==> src/rtl/hexdump_pkg.sv <==
// Shared types and the nibble-to-character conversion for the hex word printer.
// Assumes ASCII output with upper-case letters for values 10 to 15.
package hexdump_pkg;

    typedef enum logic [1:0] {TX_IDLE, TX_START, TX_DATA, TX_STOP} tx_state_t;
    typedef enum logic [1:0] {SQ_IDLE, SQ_LOAD, SQ_WAIT} seq_state_t;

    localparam logic [7:0] LINE_FEED = 8'h0A;

    // Map one nibble onto its printable hexadecimal character.
    function automatic logic [7:0] nibble_to_ascii(input logic [3:0] val);
        if (val < 4'd10)
            return 8'd48 + {4'h0, val};
        else
            return 8'd55 + {4'h0, val};
    endfunction

endpackage

==> src/rtl/hexdump_baud.sv <==
// Oversampling tick generator: one tick every BAUD_DIV+1 clocks while run is high.
// Assumes the counter restarts from zero each time run rises, so bit timing is
// aligned to the start of a character.
module hexdump_baud #(
    parameter int DIV_W    = 16,
    parameter int BAUD_DIV = 12
) (
    input  logic clk,
    input  logic rst_n,
    input  logic run,
    output logic tick
);
    localparam logic [DIV_W-1:0] LAST = DIV_W'(BAUD_DIV);

    logic [DIV_W-1:0] cnt;

    assign tick = run && (cnt == LAST);

    // Count clocks inside one oversample period, held at zero when idle.
    always_ff @(posedge clk) begin
        if (!rst_n || !run)
            cnt <= '0;
        else if (tick)
            cnt <= '0;
        else
            cnt <= cnt + 1'b1;
    end
endmodule

==> src/rtl/hexdump_tx.sv <==
// 8N1 serial framer: start bit low, eight data bits LSB first, stop bit high.
// Each bit spans OVS ticks. Assumes load is only raised while active is low.
module hexdump_tx
    import hexdump_pkg::*;
#(
    parameter int OVS = 16
) (
    input  logic       clk,
    input  logic       rst_n,
    input  logic       tick,
    input  logic       load,
    input  logic [7:0] data,
    output logic       active,
    output logic       char_done,
    output logic       txd
);
    localparam int OVS_W = $clog2(OVS);
    localparam int BITS  = 8;
    localparam int BIT_W = $clog2(BITS);
    localparam logic [OVS_W-1:0] SUB_LAST = OVS_W'(OVS - 1);
    localparam logic [BIT_W-1:0] BIT_LAST = BIT_W'(BITS - 1);

    tx_state_t        state;
    logic [OVS_W-1:0] sub;
    logic [BIT_W-1:0] bit_idx;
    logic [7:0]       shreg;
    logic             bit_end;

    assign bit_end   = tick && (sub == SUB_LAST);
    assign char_done = (state == TX_STOP) && bit_end;
    assign active    = (state != TX_IDLE);

    // Drive the line level from the current frame phase.
    always_comb begin
        case (state)
            TX_START: txd = 1'b0;
            TX_DATA:  txd = shreg[0];
            default:  txd = 1'b1;
        endcase
    end

    // Step through start, data and stop phases on oversample ticks.
    always_ff @(posedge clk) begin
        if (!rst_n) begin
            state   <= TX_IDLE;
            sub     <= '0;
            bit_idx <= '0;
            shreg   <= '0;
        end else begin
            if (tick)
                sub <= sub + 1'b1;
            case (state)
                TX_IDLE: begin
                    sub <= '0;
                    if (load) begin
                        shreg <= data;
                        state <= TX_START;
                    end
                end
                TX_START: if (bit_end) begin
                    bit_idx <= '0;
                    state   <= TX_DATA;
                end
                TX_DATA: if (bit_end) begin
                    shreg   <= {1'b0, shreg[7:1]};
                    bit_idx <= bit_idx + 1'b1;
                    if (bit_idx == BIT_LAST)
                        state <= TX_STOP;
                end
                TX_STOP: if (bit_end)
                    state <= TX_IDLE;
                default: state <= TX_IDLE;
            endcase
        end
    end
endmodule

==> src/rtl/hexdump_seq.sv <==
// Character sequencer: latches the word, hands nibbles out most significant
// first as ASCII, then a line feed, and pulses done after the last frame.
// Assumes the framer is idle whenever load is raised.
module hexdump_seq
    import hexdump_pkg::*;
#(
    parameter int WORD_W = 32
) (
    input  logic              clk,
    input  logic              rst_n,
    input  logic              start,
    input  logic [WORD_W-1:0] word_in,
    input  logic              char_done,
    output logic              load,
    output logic [7:0]        char_out,
    output logic              busy,
    output logic              done
);
    localparam int NIBBLES = WORD_W / 4;
    localparam int IDX_W   = $clog2(NIBBLES + 1);
    localparam logic [IDX_W-1:0] IDX_TERM = IDX_W'(NIBBLES);

    seq_state_t        state;
    logic [WORD_W-1:0] word_q;
    logic [IDX_W-1:0]  idx;

    assign load     = (state == SQ_LOAD);
    assign busy     = (state != SQ_IDLE);
    assign char_out = (idx == IDX_TERM) ? LINE_FEED
                                        : nibble_to_ascii(word_q[WORD_W-1 -: 4]);

    // Accept a word, then advance one character per finished frame.
    always_ff @(posedge clk) begin
        if (!rst_n) begin
            state  <= SQ_IDLE;
            word_q <= '0;
            idx    <= '0;
            done   <= 1'b0;
        end else begin
            done <= 1'b0;
            case (state)
                SQ_IDLE: if (start) begin
                    word_q <= word_in;
                    idx    <= '0;
                    state  <= SQ_LOAD;
                end
                SQ_LOAD: state <= SQ_WAIT;
                SQ_WAIT: if (char_done) begin
                    if (idx == IDX_TERM) begin
                        done  <= 1'b1;
                        state <= SQ_IDLE;
                    end else begin
                        idx    <= idx + 1'b1;
                        word_q <= word_q << 4;
                        state  <= SQ_LOAD;
                    end
                end
                default: state <= SQ_IDLE;
            endcase
        end
    end
endmodule

==> src/rtl/hexdump_uart.sv <==
// Top level of the hex word printer: sequencer, baud tick generator and framer.
// Assumes BAUD_DIV = clk / (16 * baud) - 1 and a WORD_W that is a multiple of 4.
module hexdump_uart #(
    parameter int WORD_W   = 32,
    parameter int BAUD_DIV = 12,
    parameter int DIV_W    = 16,
    parameter int OVS      = 16
) (
    input  logic              clk,
    input  logic              rst_n,
    input  logic              start,
    input  logic [WORD_W-1:0] word_in,
    output logic              busy,
    output logic              done,
    output logic              txd
);
    logic       tick;
    logic       tx_active;
    logic       char_done;
    logic       load;
    logic [7:0] char_byte;

    hexdump_seq #(.WORD_W(WORD_W)) u_seq (
        .clk       (clk),
        .rst_n     (rst_n),
        .start     (start),
        .word_in   (word_in),
        .char_done (char_done),
        .load      (load),
        .char_out  (char_byte),
        .busy      (busy),
        .done      (done)
    );

    hexdump_baud #(.DIV_W(DIV_W), .BAUD_DIV(BAUD_DIV)) u_baud (
        .clk   (clk),
        .rst_n (rst_n),
        .run   (tx_active),
        .tick  (tick)
    );

    hexdump_tx #(.OVS(OVS)) u_tx (
        .clk       (clk),
        .rst_n     (rst_n),
        .tick      (tick),
        .load      (load),
        .data      (char_byte),
        .active    (tx_active),
        .char_done (char_done),
        .txd       (txd)
    );
endmodule

==> config.mk <==
export PLATFORM = sky130hd
export DESIGN_NAME = hexdump_uart
export DESIGN_NICKNAME = d
export VERILOG_FILES = /design/src/rtl/hexdump_pkg.sv /design/src/rtl/hexdump_baud.sv /design/src/rtl/hexdump_tx.sv /design/src/rtl/hexdump_seq.sv /design/src/rtl/hexdump_uart.sv
export SDC_FILE = /design/constraint.sdc
export NUM_CORES = 1
export LEC_CHECK = 0
export ABC_AREA = 1
export BUFFER_PORTS_ARGS = -buffer_cell sky130_fd_sc_hd__buf_2
export CELL_PAD_IN_SITES_DETAIL_PLACEMENT = 1
export CELL_PAD_IN_SITES_GLOBAL_PLACEMENT = 2
export CORE_MARGIN = 1.5
export CORE_UTILIZATION = 35
export DETAILED_ROUTE_END_ITERATION = 8
export PLACE_DENSITY_LB_ADDON = 0.05
export RECOVER_POWER = 50
export SLEW_MARGIN = 20
export SYNTH_ARGS = -nofsm -noshare
export SYNTH_HDL_FRONTEND = slang
export SYNTH_SLANG_ARGS = --single-unit
==> constraint.sdc <==
create_clock -name clk -period 3.5 [get_ports clk]
set_input_delay 0.35 -clock clk [delete_from_list [all_inputs] [get_ports clk]]
set_output_delay 0.35 -clock clk [all_outputs]
set_load 0.02 [all_outputs]
After elaboration in Yosys (flattened, before gate mapping)
Cells that the tools add are included.
{"block": "op_classes", "n_addsub": 6, "magnitude_cmp": 1, "n_eq_ne": 17, "n_mux": 28, "bitwise_logic": 1, "n_reduce_logical": 21}
{"operator": "$mux 32", "n": 3}
{"operator": "$pmux 32 s2", "n": 1}
{"operator": "$mux 8", "n": 4}
{"operator": "$add 16x1->16 const B", "n": 1}
{"operator": "$eq 16x4->1 const B", "n": 1}
{"operator": "$pmux 8 s2", "n": 1}
{"operator": "$add 6x4->7 const A", "n": 2}
{"operator": "$mux 2", "n": 7}
{"operator": "$mux 4", "n": 3}
{"operator": "$reduce_bool 2->1", "n": 5}
{"operator": "$reduce_and 3->1", "n": 3}
{"operator": "$add 4x1->4 const B", "n": 2}
{"operator": "$eq 4x4->1 const B", "n": 2}
{"operator": "$ne 2x1->1 const B", "n": 4}
{"operator": "$ne 2x2->1 const B", "n": 4}
{"operator": "$pmux 2 s4", "n": 1}
{"operator": "$pmux 4 s2", "n": 1}
{"operator": "$eq 2x2->1 const B", "n": 3}
{"operator": "$mux 3", "n": 2}
{"operator": "$pmux 2 s3", "n": 1}
{"operator": "$pmux 3 s2", "n": 1}
{"operator": "$reduce_and 5->1", "n": 1}
{"operator": "$eq 2x1->1 const B", "n": 2}
{"operator": "$logic_not 2->1", "n": 2}
{"operator": "12 further kinds", "n": 17}
{"block": "totals", "register_bits": 72, "in_bits": 35, "out_inout_bits": 3, "word_cells": 83}

Longest topological paths before layout
Gate-level depths: netlist of the first run.
{"block": "logic_depth", "ltp_word": 6, "ltp_mapped": 11, "mapped_depth_nobuf": 10}

Modules after synthesis
Synthesis of the first run repeated with hierarchy kept, for this count alone.
{"block": "hier_totals", "cells_unflattened": 619, "hier_area_um2": 3980.1}
{"mod": "hexdump_seq", "n_inst": 1, "cells_per_inst": 347, "area_each_um2": 2094.5, "seq_area_each_um2": 780.7}
{"mod": "hexdump_tx", "n_inst": 1, "cells_per_inst": 146, "area_each_um2": 1003.5, "seq_area_each_um2": 340.3}
{"mod": "hexdump_baud", "n_inst": 1, "cells_per_inst": 126, "area_each_um2": 882.1, "seq_area_each_um2": 320.3}

Worst setup path after synthesis of the first run
Ideal clock, no wire load.
{"block": "synth_path", "path_kind": "reg2reg", "startpoint": "reg u_tx.state[0]", "endpoint": "reg u_tx.shreg[2]", "setup_time_ps": 115, "arrival_time_ps": 1596, "slack_ps": 1789, "stages_incl_launch_ff": 12, "synth_period_minus_slack_ps": 1711, "path_cell_list": "dfxtp_1 > inv_1 > ha_1 > inv_1 > nand4_1 > nor2_2 > nand3_1 > nand2_1 > buf_2 > nand4_1 > nand2_1 > nor2_1"}
{"block": "synth_between", "elab_chain_len": 5}
{"item": "from (decl)", "line_no": "hexdump_tx.sv:23", "source": "tx_state_t state;"}
{"item": "from (signal assigned)", "line_no": "hexdump_tx.sv:45", "source": "state <= TX_IDLE;"}
{"item": "from (signal assigned)", "line_no": "hexdump_tx.sv:57", "source": "state <= TX_START;"}
{"item": "from (signal assigned)", "line_no": "hexdump_tx.sv:62", "source": "state <= TX_DATA;"}
{"item": "$reduce_bool 2->1", "line_no": "hexdump_tx.sv:31", "source": "assign active = (state != TX_IDLE);"}
{"item": "$logic_and 1x1->1", "line_no": "hexdump_baud.sv:17", "source": "assign tick = run && (cnt == LAST);"}
{"item": "$logic_and 1x1->1", "line_no": "hexdump_tx.sv:29", "source": "assign bit_end = tick && (sub == SUB_LAST);"}
{"item": "$ne 2x1->1 (no source line)"}
{"item": "$reduce_and 3->1 (no source line)"}
{"item": "to (signal assigned)", "line_no": "hexdump_tx.sv:56", "source": "shreg <= data;"}
{"item": "to (signal assigned)", "line_no": "hexdump_tx.sv:65", "source": "shreg <= {1'b0, shreg[7:1]};"}
{"item": "to (decl)", "line_no": "hexdump_tx.sv:26", "source": "logic [7:0] shreg;"}
Parallel ways exist; a longest one is shown, timed or not.
A chain may end at the register's enable or synchronous reset.

Worst setup path after layout of the first run
{"block": "layout_path", "startpoint": "reg u_tx.state[0]", "endpoint": "reg u_seq.word_q[6]"}
{"block": "layout_between", "elab_chain_len": 6}
{"item": "$reduce_bool 2->1", "line_no": "hexdump_tx.sv:31"}
{"item": "$logic_and 1x1->1", "line_no": "hexdump_baud.sv:17"}
{"item": "$logic_and 1x1->1", "line_no": "hexdump_tx.sv:29"}
{"item": "$logic_and 1x1->1 *", "line_no": "hexdump_tx.sv:30", "source": "assign char_done = (state == TX_STOP) && bit_end;"}
{"item": "$ne 2x2->1 (no source line) *"}
{"item": "$reduce_and 4->1 (no source line) *"}
{"item": "to (signal assigned)", "line_no": "hexdump_seq.sv:43", "source": "word_q <= word_in;"}
{"item": "to (signal assigned)", "line_no": "hexdump_seq.sv:54", "source": "word_q <= word_q << 4;"}
{"item": "to (decl)", "line_no": "hexdump_seq.sv:24", "source": "logic [WORD_W-1:0] word_q;"}
Mark *: on every way between the ends. The rest lies on a longest branch, timed or not.

==> results of run 1 <==
## stage by stage
step	instance area, um2	hold WS, ns
6_report	4200	0.236
4_1_cts	4220	0.218
5_1_grt	4200	0.216
2_1_floorplan	3740	0.430
3_3_place_gp	3990	0.448
3_5_place_dp	3990	0.453
## final cells by class
class	instances	area [um2]
Clock buffer	13	159
Clock inverter	3	65.1
Fill cell	1387	6170
Sequential cell	71	1420
Inverter	41	154
Tap cell	136	170
Multi-Input combinational cell	412	2010
Timing Repair Buffer	42	219
## synth_stat cells, drive strengths merged
cell type,instances
o21ai,11
nand4,9
xnor2,1
buf,15
nand3,54
nor4,1
o211ai,2
clkbuf,10
and3,1
nor3b,4
nor3,8
nand2,186
o21a,1
a31o,2
or2,1
dfxtp,71
xor2,4
ha,13
a22oi,2
a21oi,57
a211oi,1
inv,41
nor2,54
## flip-flops by register name, summed over array words and instances, names as in the netlist
| register | count |
|---|---|
| u_tx.shreg | 7 |
| u_tx.state | 2 |
| u_seq.idx | 4 |
| u_seq.done | 1 |
| u_tx.sub | 4 |
| u_tx.bit_idx | 3 |
| u_baud.cnt | 16 |
| u_seq.state | 2 |
| u_seq.word_q | 32 |
## per-layer routing
layer  vias to the layer above  GRT usage
li1                       1830          -
met1                      1632      0.234
met2                        33      0.300
met3                        11     0.0533
met4                         0     0.0608
met5                         -          0
## critical path: cells and delay by family (launching register included)
family / cells / cell delay (ns)
AND/OR/NAND/NOR: 6 / 1.31
flip-flops: 1 / 0.40
buffers and inverters: 3 / 0.57
adder cells (fa/ha/maj): 1 / 0.23
AO/OA/AOI/OAI: 1 / 0.07
## worst paths after layout
check                     end  slack, ns  cells after the start
max           u_seq.word_q[6]       0.77                     11
min           u_seq.word_q[3]       0.24                      3
max reg2reg   u_seq.word_q[6]       0.77                     11
min reg2reg  u_seq.word_q[23]       0.46                      2
## logic make-up (layout without fill, tap and decap cells)
kind of cell / count (synthesis) / in the layout / synth area share
buf+inv: 66 / 99 / 0.0792
flops: 71 / 71 / 0.380
fa+ha+maj: 13 / 13 / 0.0435
xor+xnor: 5 / 5 / 0.0117
simple gates: 318 / 318 / 0.372
compound gates: 76 / 76 / 0.114
## power groups by stage
stage | sequential [mW] | clock (mW) | combinational (mW)
after floorplan | 0.984 | 0 | 0.532
after global placement | 1.00 | 0 | 0.663
after detailed placement | 1.00 | 0 | 0.678
after CTS | 0.987 | 0.783 | 0.683
after global routing | 1.00 | 0.825 | 0.768
final | 0.986 | 0.762 | 0.669
==> metrics.yaml, run 1 <==
worst_setup_path:
  critPathCaptureType: "flip-flop"
  slowest_stage: "nand2_1"
  cp_common_cell: "nand2_1"
  r2r-start: "u_tx.state[0]"
  max_stage_delay_ns: 0.66
  path_max_fanout: 33
  cp_data_required_time_ns: 3.73
  path_class: "reg -> reg"
  startpoint: "u_tx.state[0]"
  cp-start-kind: "flip-flop"
  crit_chain: "inv_1 > ha_1 > inv_1 > nand4_1 > nor2_1 > nand4_2 > nand2_1 > nand2_1 > buf_4 > nand2_1 > a21oi_1"
  worstPathArrival_ns: 2.96
timing:
  finalHoldViolations: 0
  setup_viol: 0
  max_slew_margin: 0.261
  fin_crit_sh: 0.779
  worst_pin_slew_ns: 1.11
  post-route-min-period_ns: 2.73
  worst_slack_ns: 0.774
  clock.fmax_ghz: 0.367
  fin_skew_ns: 0.00783
  setup_tns_ns: 0
  slew_viol_final: 0
  rsz0062_at_grt: "false"
flow_run:
  cap_viol_max_count: 0
synthesis:
  synth.area.top_cells: "dfxtp_1, nand2_1, a21oi_1"
  ys_types: 37
  syn_area_per_cell_um2: 6.82
  syn_inst: 549
  yosysTopAreaCellShare: 0.380
  synth_fp_nets: 597
  yosys_warnings: 0
  synth_seq_cells: 71
  yosys.area.top_type: "dfxtp_1"
  ys_seq_area_frac: 0.380
  syn-cell-area_um2: 3740
power:
  finalPower_mw: 2.42
  switchingPower_uw: 838
  swShare: 0.347
  intPower_mw: 1.58
  powerDensity_nw_per_um2: 575
  p_clk_frac: 0.315
  seqPwrFrac: 0.408
  irDropWorstVdd_mv: 0.258
  p_leak_nw: 1.85
  p_comb_frac: 0.277
layout:
  final_cell_mix: "nand2_1, dfxtp_1, a21oi_1"
  area_growth_pct: 12.2
  drive_gt1_frac: 0.131
  final_nets: 625
  fin_util: 0.405
  num_antenna_cells: 0
  final_common_cell: "nand2_1"
  fin_cells: 718
worst_hold_path:
  hold_start: "word_in[3]"
  hp-class: "in -> reg"
place:
  io_buffer_count: 37
  dpl.hpwl_um: 6680
  place.gp.congestion: 0.754
  dp_slack_ns: 1.10
  place_inst: 702
outcome:
  status: "completed"
cts:
  cts_root_buf: "clkbuf_8"
  htreeDepth: 3
  cts_max_path_buffers: 2
  holdBufCountCts: 0
  clock_latency_ns: 0.36
  clock-sinks: 71
  cts_tree: "done"
  cts.repair.resized: 0
  post-cts-setup-buffers: 0
  numCtsBuffers: 9
  cts.clk_slew.worst_paths_ns: 0.07
floorplanning:
  initial_core_util: 0.361
  ios: 38
  fp.coreArea_um2: 10400
  die_y_um: 106
  die_w_um: 106
  dieArea_um2: 11300
  row_count: 37
drt:
  postRouteAntennaNets: 0
  drcViolationCount: 0
  drt-initial-drc-count: 181
  viasPerCell: 4.88
  wire_per_inst_um: 13.4
  wl_met1_um: 4790
  routed.top_layer: "met4"
  vias: 3506
  wl_met3_um: 226
  dr.pass1.iters: 4
  wl_met2_um: 4460
  wl_um: 9620
global_route:
  grt_pass1_wl_um: 16500
  antenna_found_initial: 0
  grt_pass1_vias: 3527
  grt-ovfl-total: 0
  grtUsageTotal: 0.185
  grt_max_degree: 40
Note: power is estimated with default switching activity, not from simulation.
==> inputs of run 2 (changes only) <==
Settings changed: CORE_UTILIZATION 35 to 30.
Clock period 3.5 ns to 2.2 ns, I/O delays scaled along.
==> run 2 against run 1 <==
Flip-flop and latch count unchanged. Largest power group is now clock. Sequential share of layout area decreased by 1.6 points. Cell count increased by 5.4%. Maximum frequency increased by 40%. Register-to-register slack got worse by 0.52 ns. Wire length increased by 8.0%. Via count increased by 1.5%.
==> metrics.yaml, run 2 (same netlist as run 1, synthesis figures left out) <==
power:
  switchingPower_mw: 1.41
  irDropWorstVdd_mv: 0.455
  intPower_mw: 2.91
  p_comb_frac: 0.259
  powerDensity_nw_per_um2: 980
  swShare: 0.327
  seqPwrFrac: 0.363
  p_leak_nw: 1.93
  p_clk_frac: 0.378
worst_setup_path:
  crit_family: "simple AND/OR/NAND/NOR gates"
  cp-start-kind: "flip-flop"
  r2r_cells: 10
  cp.depth: 10
  critPathCaptureType: "flip-flop"
  slowest_stage: "dfxtp_1"
  worstPathArrival_ns: 2.18
  crit_chain: "inv_1 > ha_1 > inv_1 > nand4_1 > nor2_2 > nand3_1 > nand2_1 > nand4_1 > nand2_1 > nor2_1"
  cp_num_buf_inv: 2
  path_max_fanout: 14
  path_class: "reg -> reg"
  max_stage_delay_ns: 0.38
  cp_data_required_time_ns: 2.43
timing:
  max_slew_margin: 0.653
  setup_tns_ns: 0
  worst_pin_slew_ns: 0.516
  post-route-min-period_ns: 1.95
  fin_crit_sh: 0.885
  worst_slack_ns: 0.253
  rsz0062_at_grt: "false"
  clock.fmax_ghz: 0.514
  finalHoldViolations: 0
  slew_viol_final: 0
  fin_skew_ns: 0.00567
  setup_viol: 0
place:
  place.gp.congestion: 0.741
  dpl.hpwl_um: 7300
  dp_slack_ns: 0.251
  io_buffer_count: 37
global_route:
  grt_pass1_vias: 3691
  grt-ovfl-total: 0
  grtUsageTotal: 0.173
  grt_pass1_wl_um: 17700
  grt_max_degree: 40
  antenna_found_initial: 0
flow_run:
  cap_viol_max_count: 0
layout:
  nFillCells: 1578
  final_nets: 632
  area_growth_pct: 17.8
  final_cell_mix: "nand2_1, dfxtp_1, a21oi_1"
  reg_top3: "u_seq.word_q x32, u_baud.cnt x16, u_tx.shreg x7"
  drive_gt1_frac: 0.146
  top_register: "u_seq.word_q"
  num_antenna_cells: 0
  largest_reg_flops: 32
  final_common_cell: "nand2_1"
cts:
  cts.repair.resized: 0
  numCtsBuffers: 9
  cts.clk_slew.worst_paths_ns: 0.06
  cts_tree: "done"
  clock_latency_ns: 0.34
  cts_root_buf: "clkbuf_16"
  clock-sinks: 71
  htreeDepth: 3
  holdBufCountCts: 0
  post-cts-setup-buffers: 0
  cts_max_path_buffers: 2
floorplanning:
  initial_core_util: 0.309
  dieArea_um2: 13200
  die_y_um: 115
  row_count: 40
  fp.coreArea_um2: 12100
  die_w_um: 115
  ios: 38
outcome:
  status: "completed"
drt:
  wire_per_inst_um: 13.7
  routed.top_layer: "met4"
  wl_met2_um: 4970
  dr.pass1.iters: 4
  viasPerCell: 4.70
  wl_um: 10400
  drt-initial-drc-count: 119
  wl_met1_um: 4940
  vias: 3558
  drcViolationCount: 0
  postRouteAntennaNets: 0
  wl_met3_um: 330
worst_hold_path:
  min_path_cells: 3
  hp-class: "in -> reg"
[run 2: cell count changes in the layout (fill, tap and decap cells not counted), moves of 2 or more]
cell        change
clkbuf_1        -2
clkbuf_2        +2
buf_4           +3
clkbuf_16       +9
clkbuf_8        -9
clkinvlp_4      +2
[run 2: power groups by stage]
stage / Clock (mW) / Combinational [mW] / Sequential (mW)
6_report: 1.63 / 1.12 / 1.57
5_1_grt: 1.74 / 1.28 / 1.59
4_1_cts: 1.70 / 1.16 / 1.57
3_5_place_dp: 0 / 1.15 / 1.60
3_3_place_gp: 0 / 1.13 / 1.59
2_1_floorplan: 0 / 0.846 / 1.56
[run 2: metal layers]
| metal | vias to the layer above | GRT usage |
|---|---|---|
| met3 | 11 | 0.0529 |
| met5 | - | 0 |
| li1 | 1844 | - |
| met2 | 39 | 0.301 |
| met4 | 0 | 0.0519 |
| met1 | 1664 | 0.206 |
[run 2: layout make-up]
type | count | area (um2) | area share
Clock buffer | 11 | 253 | 0.0573
Clock inverter | 5 | 80.1 | 0.0182
Inverter | 41 | 154 | 0.0349
Multi-Input combinational cell | 412 | 2010 | 0.457
Sequential cell | 71 | 1420 | 0.322
Tap cell | 168 | 210 | 0.0477
Timing Repair Buffer | 49 | 277 | 0.0627
[run 2: stage by stage]
stage / utilization / power, mW / std cells / hold slack (ns) / cell area [um2]
2_1_floorplan: - / 2.41 / 549 / 0.341 / 3740
3_3_place_gp: 0.338 / 2.73 / 741 / 0.446 / 4100
3_5_place_dp: 0.338 / 2.75 / 741 / 0.450 / 4100
4_1_cts: 0.366 / 4.43 / 757 / 0.107 / 4430
5_1_grt: 0.364 / 4.62 / 757 / 0.128 / 4410
6_report: 0.364 / 4.32 / 757 / 0.121 / 4410
[run 2: path summary, 6_finish.rpt]
kind	start	to	slack [ns]
worst max-delay path	u_tx.state[0]	u_tx.shreg[0]	0.25
worst min-delay path	word_in[3]	u_seq.word_q[3]	0.12
worst max register to register	u_tx.state[0]	u_tx.shreg[0]	0.25
worst min register to register	u_baud.cnt[0]	u_baud.cnt[0]	0.46
[run 2: worst reg2reg max path, cell delays in order, from the launching register on]
cell and delay (ns):
dfxtp_1 0.38, inv_1 0.10, ha_1 0.22, inv_1 0.08, nand4_1 0.13, nor2_2 0.16, nand3_1 0.14, nand2_1 0.37
nand4_1 0.14, nand2_1 0.09, nor2_1 0.04
